**config.mk**
```make
export PLATFORM = sky130hd
export DESIGN_NAME = rrx_exec
export DESIGN_NICKNAME = d
export VERILOG_FILES = /design/src/rtl/rrx_pkg.sv /design/src/rtl/rrx_decode.sv /design/src/rtl/rrx_alu.sv /design/src/rtl/rrx_exec.sv
export SDC_FILE = /design/constraint.sdc
export NUM_CORES = 1
export LEC_CHECK = 0
export CORE_ASPECT_RATIO = 1.2
export CORE_UTILIZATION = 54
export CTS_BUF_LIST = sky130_fd_sc_hd__clkbuf_8
export CTS_CLUSTER_SIZE = 40
export DETAILED_ROUTE_END_ITERATION = 8
export PLACE_DENSITY = 0.95
export RECOVER_POWER = 25
export SYNTH_ARGS = -nofsm -noshare
export SYNTH_HDL_FRONTEND = slang
export SYNTH_HIERARCHICAL = 1
export SYNTH_SLANG_ARGS = --single-unit
```
**constraint.sdc**
```tcl
create_clock -name clk -period 3.4 [get_ports clk]
set_input_delay 0.68 -clock clk [delete_from_list [all_inputs] [get_ports clk]]
set_output_delay 0.68 -clock clk [all_outputs]
set_load 0.01 [all_outputs]
```
**src/rtl/rrx_pkg.sv**
```systemverilog
package rrx_pkg;
   localparam int INSTR_W   = 16;
   localparam int SEL_W     = 12;
   localparam logic [3:0] CLASS_TAG = 4'h7;

   // positions inside the select field; behaviour depends on these
   localparam int B_CLA = 11;
   localparam int B_CLE = 10;
   localparam int B_CMA = 9;
   localparam int B_CME = 8;
   localparam int B_CIR = 7;
   localparam int B_CIL = 6;
   localparam int B_INC = 5;
   localparam int B_SPA = 4;
   localparam int B_SNA = 3;
   localparam int B_SZA = 2;
   localparam int B_SZE = 1;
   localparam int B_HLT = 0;

   localparam int NUM_SKIP  = 4;
   localparam int SKIP_LO   = B_SZE;
endpackage

```
**src/rtl/rrx_decode.sv**
```systemverilog
module rrx_decode
   import rrx_pkg::*;
(
   input  logic [INSTR_W-1:0] word,
   output logic               in_class,
   output logic               legal,
   output logic [SEL_W-1:0]   sel
);
   logic single;

   always_comb begin
      in_class = (word[INSTR_W-1 -: 4] == CLASS_TAG);
      sel      = word[SEL_W-1:0];
      single   = (sel != '0) && ((sel & (sel - 1'b1)) == '0);
      legal    = in_class && single;
   end
endmodule

```
**src/rtl/rrx_alu.sv**
```systemverilog
module rrx_alu
   import rrx_pkg::*;
#(
   parameter int DATA_W = 16
) (
   input  logic [SEL_W-1:0]  sel,
   input  logic [DATA_W-1:0] ac,
   input  logic              e,
   output logic [DATA_W-1:0] ac_nxt,
   output logic              e_nxt,
   output logic              skip
);
   localparam int MSB = DATA_W - 1;

   logic [NUM_SKIP-1:0] cond;
   logic [NUM_SKIP-1:0] hit;

   always_comb begin
      cond[B_SZE - SKIP_LO] = ~e;
      cond[B_SZA - SKIP_LO] = (ac == '0);
      cond[B_SNA - SKIP_LO] = ac[MSB];
      cond[B_SPA - SKIP_LO] = ~ac[MSB];
   end

   for (genvar k = 0; k < NUM_SKIP; k++) begin : g_skip
      assign hit[k] = cond[k] & sel[SKIP_LO + k];
   end

   assign skip = |hit;

   always_comb begin
      ac_nxt = ac;
      e_nxt  = e;
      if (sel[B_CLA]) ac_nxt = '0;
      if (sel[B_CLE]) e_nxt  = 1'b0;
      if (sel[B_CMA]) ac_nxt = ~ac;
      if (sel[B_CME]) e_nxt  = ~e;
      if (sel[B_INC]) ac_nxt = ac + 1'b1;
      if (sel[B_CIR]) begin
         ac_nxt = {e, ac[MSB:1]};
         e_nxt  = ac[0];
      end
      if (sel[B_CIL]) begin
         ac_nxt = {ac[MSB-1:0], e};
         e_nxt  = ac[MSB];
      end
   end
endmodule

```
**src/rtl/rrx_exec.sv**
```systemverilog
module rrx_exec
   import rrx_pkg::*;
#(
   parameter int DATA_W = 16,
   parameter int PC_W   = 12
) (
   input  logic                 clk,
   input  logic                 rst_n,
   input  logic                 exec,
   input  logic [INSTR_W-1:0]   instr,
   input  logic [DATA_W-1:0]    ac_in,
   input  logic                 e_in,
   input  logic [PC_W-1:0]      pc_in,
   output logic [DATA_W-1:0]    ac_out,
   output logic                 e_out,
   output logic [PC_W-1:0]      pc_out,
   output logic                 halt,
   output logic                 illegal
);
   logic              in_class, legal;
   logic [SEL_W-1:0]  sel;
   logic [DATA_W-1:0] ac_nxt;
   logic              e_nxt, skip;
   logic              take;

   logic [DATA_W-1:0] ac_q;
   logic              e_q, halt_q, ill_q;
   logic [PC_W-1:0]   pc_q;

   rrx_decode u_dec (
      .word     (instr),
      .in_class (in_class),
      .legal    (legal),
      .sel      (sel)
   );

   rrx_alu #(.DATA_W(DATA_W)) u_alu (
      .sel    (sel),
      .ac     (ac_in),
      .e      (e_in),
      .ac_nxt (ac_nxt),
      .e_nxt  (e_nxt),
      .skip   (skip)
   );

   assign take = exec && !halt_q;

   always_ff @(posedge clk or negedge rst_n) begin
      if (!rst_n) begin
         ac_q   <= '0;
         e_q    <= 1'b0;
         pc_q   <= '0;
         halt_q <= 1'b0;
         ill_q  <= 1'b0;
      end else if (take) begin
         ill_q <= in_class && !legal;
         if (legal) begin
            ac_q   <= ac_nxt;
            e_q    <= e_nxt;
            pc_q   <= pc_in + PC_W'(skip);
            halt_q <= sel[B_HLT];
         end else begin
            ac_q <= ac_in;
            e_q  <= e_in;
            pc_q <= pc_in;
         end
      end
   end

   assign ac_out  = ac_q;
   assign e_out   = e_q;
   assign pc_out  = pc_q;
   assign halt    = halt_q;
   assign illegal = ill_q;

   // a malformed class word leaves the state as it was given
   a_r6_illegal_passes: assert property (@(posedge clk) disable iff (!rst_n)
      $rose(illegal) |-> (ac_out == $past(ac_in)) && (e_out == $past(e_in))
                         && (pc_out == $past(pc_in)) && !halt);

   // halt is sticky and freezes the outputs
   a_r7_halt_sticky: assert property (@(posedge clk) disable iff (!rst_n)
      halt |=> halt && $stable(ac_out) && $stable(pc_out) && $stable(e_out));

   // no strobe, no change
   a_r8_idle_hold: assert property (@(posedge clk) disable iff (!rst_n)
      !exec |=> $stable(ac_out) && $stable(e_out) && $stable(pc_out) && $stable(illegal));

   // program counter advances by at most one extra step
   a_r5_pc_step: assert property (@(posedge clk) disable iff (!rst_n)
      take |=> (pc_out == $past(pc_in)) || (pc_out == PC_W'($past(pc_in) + 1'b1)));

   // right rotation hands the low accumulator bit to E
   a_r4_cir_e: assert property (@(posedge clk) disable iff (!rst_n)
      (take && legal && sel[B_CIR]) |=> (e_out == $past(ac_in[0]))
                                        && (ac_out[DATA_W-1] == $past(e_in)));
endmodule

```
==> results of run 1 <==
cell families after synthesis:
family / synth area share [%]
AOI/OAI and AO/OA: 22.8
xor gates and xnor gates: 5.15
adders and majority gates: 1.73
buffers and inverters: 10.7
DFF: 26.8
muxes: 8.74
and+or+nand+nor: 24.0
layout make-up:
class	count	area, um2	area share (%)
inverter	11	41.3	1.10
tap	60	75.1	2.00
sequential	31	776	20.7
timing repair buffer	101	950	25.3
clock buffer	6	82.6	2.20
clock inverter	1	5.00	0.134
multi-input combinational	280	1820	48.5
path summary, 6_finish.rpt:
| check | start | to | slack [ps] | cells past startpoint |
|---|---|---|---|---|
| setup / recovery | instr[3] | ac_out[12]$_DFFE_PN0N_ | 410 | 8 |
| hold / removal | pc_out[4]$_DFFE_PN0N_ | pc_out[4]$_DFFE_PN0N_ | 480 | 2 |
| setup reg to reg | halt$_DFFE_PN0P_ | ac_out[7]$_DFFE_PN0N_ | 1710 | 4 |
| hold reg to reg | pc_out[4]$_DFFE_PN0N_ | pc_out[4]$_DFFE_PN0N_ | 480 | 2 |
| max in group asynchronous | rst_n | ac_out[11]$_DFFE_PN0N_ | 1130 | 2 |
| min in group asynchronous | rst_n | ac_out[3]$_DFFE_PN0N_ | 1330 | 2 |
critical path, stage by stage:
cell and delay, ps:
clkdlybuf4s50_1 490, nor4_2 460, a21boi_0 280, a21oi_1 110, nor4_4 310, buf_4 350
mux2i_1 290, o21ai_0 130
stage by stage:
step / total power, uW / instance area, um2 / setup slack (ps) / hold slack, ps / std cells
finish: 1070 / 3750 / 414 / 478 / 490
global placement: 768 / 3660 / 289 / 460 / 483
floorplan: 602 / 2890 / 880 / 384 / 365
detailed placement: 782 / 3660 / 155 / 470 / 483
global route: 1130 / 3750 / 252 / 507 / 490
CTS: 1070 / 3750 / 454 / 485 / 490
synth_stat cells (3+ instances only):
cell,count
a211oi_1,7
a21oi_1,17
a22oi_1,6
a31o_2,3
and3_1,4
and4_1,3
buf_2,9
buf_4,17
clkbuf_1,12
clkbuf_8,3
dfrtp_1,31
ha_1,4
inv_1,11
mux2i_1,23
nand2_1,49
nand2b_1,3
nand3_1,9
nand4_1,7
nor2_1,14
nor2b_1,3
nor3_1,6
nor3b_1,4
nor4_1,3
o21ai_0,45
o21ai_1,10
o31ai_1,5
xnor2_1,8
xor2_1,9
flip-flops by register name, indices dropped and copies added (netlist names):
name     count
pc_out      12
ac_out      16
halt         1
illegal      1
e_out        1
power by group through the flow:
stage / sequential, uW / combinational, uW / clock [uW]
floorplan: 437 / 165 / 0
global placement: 423 / 345 / 0
detailed placement: 425 / 357 / 0
CTS: 418 / 361 / 293
global route: 421 / 397 / 312
finish: 418 / 363 / 291
metal layers:
metal | share of wire, % | up-vias | GRT usage [%] | wire length, um
li1 | - | 1431 | - | -
met5 | 0 | - | 0 | 0
met3 | 8.1 | 36 | 5.77 | 636
met2 | 50 | 177 | 50.4 | 3980
met1 | 38 | 1335 | 34.2 | 2980
met4 | 3.9 | 0 | 16.5 | 305
==> results.tsv, run 1 <==
metric	value	unit
status	complete, but fails checks	
violations	max-capacitance violations, max-slew violations	
switching_share	31.1	%
die-height	82.2	um
combPwrFrac	33.9	%
ir_drop	165	uV
p_per_area	286	nW/um2
nets	482	
finish.utilization	74.3	%
synth_top_area_share	26.8	%
start_kind	input pin	
dieArea	5650	um2
share_seq_of_total_power	38.9	%
wirelength	7900	um
vias	2979	
intPower	739	uW
num-fill-cells	390	
max-cap-violations	1	
hold_class	reg2reg	
synth_nets	417	
coreArea	5040	um2
htree_num_levels	2	
synth-edff-count	0	
numCtsBuffers	5	
synth_warnings	6	
drt_first_pass_iters	5	
holdBufCountCts	0	
grt_pass1_wl	12500	um
ctsResizeCount	0	
drc_errors	0	
dp_hpwl	5930	um
ys_top_cells_by_area	dfrtp_1 27%, mux2i_1 8.0%, o21ai_0 7.8%, nand2_1 6.4%, buf_4 4.4%	
setup_viol	0	
antenna_found_initial	0	
ys_seq_area_share	26.8	%
grt_max_degree	49	
clk_pin_slew	60	ps
postSynthCellCount	365	
avgViaCountPerCell	6.08	
final_cell_mix	77 x clkdlybuf4s50_1, 49 x nand2_1, 45 x o21ai_0	
postSynthAreaPerCell	7.93	um2
grt_pass1_vias	2796	
cts-root-buf	clkbuf_8	
finClkSkew	3.69	ps
yosysTopAreaCell	dfrtp_1	
drv_slew	32	
die_x	68.8	um
arrival	3100	ps
leakage	0.00144	uW
grt_overflow	0	
relSlewSlack	-7.08	%
fin_crit	2990	ps
hold_viol	0	
antenna_left	0	
num_antenna_cells	0	
postCtsSetupBuffers	0	
grt_use_total	29.6	%
layout-drive-gt1-share	10.9	%
syn2layout_area_growth	29.5	%
clock_latency	280	ps
routabilityCongestion	0.977	
io_pins	79	
cp-end-kind	register	
rsz0062_at_grt	no	
ys_ff_latch	31	
synth.distinct_cells	52	
clock-sinks	31	
async_reset_ff_share	100	%
cts_tree	done	
final_common_cell	clkdlybuf4s50_1	
power.share.clock	27.2	%
yosys_most_used_dff	dfrtp_1	
drt_iter0_drc	250	
required	3520	ps
clockBufferDepth	2	
setup_tns	0	ps
wire_per_inst	16.1	um
path_class	in2reg	
fin_crit_sh	87.8	%
critPathMaxFanout	18	
p_sw	333	uW
portBuffers	78	
num_rows	28	
start_util	57.3	%
synth_area	2890	um2
worstMarginPinSlew	1610	ps
fmax	0.335	GHz
Power figures use the tool's default switching activity.
==> run 2, diff against run 1 <==
--- a/config.mk
+++ b/config.mk
@@ -5,8 +5,10 @@
 export SDC_FILE = /design/constraint.sdc
 export NUM_CORES = 1
 export LEC_CHECK = 0
+export CELL_PAD_IN_SITES_DETAIL_PLACEMENT = 1
+export CELL_PAD_IN_SITES_GLOBAL_PLACEMENT = 1
 export CORE_ASPECT_RATIO = 1.2
-export CORE_UTILIZATION = 54
+export CORE_UTILIZATION = 39
 export CTS_BUF_LIST = sky130_fd_sc_hd__clkbuf_8
 export CTS_CLUSTER_SIZE = 40
 export DETAILED_ROUTE_END_ITERATION = 8
==> run 2 against run 1 <==
Compared with the run above:
- the flow still finishes with violations (max-capacitance violations, max-slew violations)
- global-route usage shrank 3.9 points
- flip-flop and latch count is the same
- sequential share of layout area shrank 0.45 points
- first-iteration DRC count shrank 46%
- setup slack lost 30 ps
- total power grew 9.1%
- clock skew grew 2.6 ps
- maximum frequency shrank 0.98%
- largest power group unchanged
==> results.tsv, run 2 (synthesis gave the netlist of run 1 again) <==
metric	value	unit
max-cap-violations	1	
portBuffers	78	
relSlewSlack	-11.4	%
wire_per_inst	18.2	um
cts_tree	done	
num_rows	34	
reg2reg_to	pc_out[0]$_DFFE_PN0N_	
path_depth	9	
wirelength	9520	um
nets	484	
setup_viol	0	
clockBufferDepth	2	
grt_use_total	25.7	%
drc_errors	0	
violations	max-capacitance violations, max-slew violations	
coreArea	7230	um2
final_cell_mix	77 x clkdlybuf4s50_1, 49 x nand2_1, 45 x o21ai_0	
antenna_found_initial	0	
htree_num_levels	2	
worstReg2RegStart	halt$_DFFE_PN0P_	
drv_slew	32	
ctsResizeCount	0	
reg2reg_slack	1760	ps
hold_class	reg2reg	
dieArea	7770	um2
critical_path.top_delay_family	simple AND/OR/NAND/NOR gates	
worstPathCellList	clkdlybuf4s50_1, nor4_2, a21boi_0, a21oi_1, nor4_4, and4_1, nand4_1, mux2i_1, a21boi_2	
num_antenna_cells	0	
grt_pass1_wl	15400	um
numCtsBuffers	5	
grt_overflow	0	
finClkSkew	6.31	ps
worstMarginPinSlew	1670	ps
io_pins	79	
avgViaCountPerCell	5.77	
postCtsSetupBuffers	0	
crit_start	instr[2]	
fin_crit	3020	ps
arrival	3170	ps
critPathMaxFanout	5	
crit_end	pc_out[11]$_DFFE_PN0N_	
final_common_cell	clkdlybuf4s50_1	
fin_crit_sh	88.7	%
routabilityCongestion	0.932	
die_x	80.6	um
ir_drop	196	uV
hold_viol	0	
start_util	40.0	%
setup_tns	0	ps
clk_pin_slew	70	ps
reg2reg_depth	3	
clock_latency	290	ps
antenna_left	0	
drt_iter0_drc	135	
path_class	in2reg	
critPathMaxStageDelay	490	ps
syn2layout_area_growth	32.4	%
cts-root-buf	clkbuf_8	
fin_hold_ws	483	ps
clock-sinks	31	
vias	3020	
drt_first_pass_iters	4	
die-height	96.3	um
grt_max_degree	45	
leakage	0.00147	uW
p_per_area	305	nW/um2
status	complete, but fails checks	
fmax	0.332	GHz
grt_pass1_vias	3096	
rsz0062_at_grt	no	
required	3550	ps
dp_hpwl	7540	um
largest_register_ffs	16	
holdBufCountCts	0	
cp-end-kind	register	
cp_num_buf_inv	1	
start_kind	input pin	
crit_slowest_cell	nor4_2	
layout-drive-gt1-share	11.5	%
==> run 2: worst register-to-register path: stages (launching register included) <==
cell	delay, ps
dfrtp_1	400
nand2b_2	540
buf_4	390
o21ai_0	210
==> run 2: per-stage QoR <==
stage	setup WS, ps	area [um2]	std cells	utilization [%]	power, uW
floorplan	880	2890	365	-	602
global route	153	3830	523	53.0	1230
finish	384	3830	523	53.0	1170
CTS	381	3830	523	53.0	1180
global placement	235	3720	515	51.4	777
detailed placement	68.8	3720	515	51.4	799
==> run 2: how the worst min path moves through the flow <==
| stage | startpoint | to | slack [ps] | cells after the start |
|---|---|---|---|---|
| 2_1_floorplan | rst_n | ac_out[0]$_DFFE_PN0N_ | 380 | 0 |
| 3_3_place_gp | ac_out[13]$_DFFE_PN0N_ | ac_out[13]$_DFFE_PN0N_ | 460 | 2 |
| 3_5_place_dp | ac_out[9]$_DFFE_PN0N_ | ac_out[9]$_DFFE_PN0N_ | 470 | 2 |
| 4_1_cts | ac_out[11]$_DFFE_PN0N_ | ac_out[11]$_DFFE_PN0N_ | 490 | 2 |
| 5_1_grt | ac_out[4]$_DFFE_PN0N_ | ac_out[4]$_DFFE_PN0N_ | 520 | 2 |
| 6_report | ac_out[11]$_DFFE_PN0N_ | ac_out[11]$_DFFE_PN0N_ | 480 | 2 |
==> run 2: layer usage <==
metal  vias to the layer above  global-route usage (%)  part of all wire, %
li1                       1434                       -                    -
met1                      1451                    29.3                   40
met2                       109                    49.0                   53
met3                        26                    2.65                  4.4
met4                         0                    9.08                  2.9
met5                         -                       0                    0
==> run 2: where the power goes <==
group	switching, uW	internal (uW)	leakage [uW]
Sequential	19.5	400	0.000380
Combinational	192	182	0.00102
Clock	140	237	0.0000612
==> run 2: area by class of cell <==
type | instances | area (um2)
clock buffers | 6 | 82.6
well taps | 90 | 113
flip-flops and latches | 31 | 776
inverters | 11 | 41.3
clock inverters | 2 | 35.0
fillers | 886 | 3400
repair buffers | 103 | 965
multi-input cells | 280 | 1820
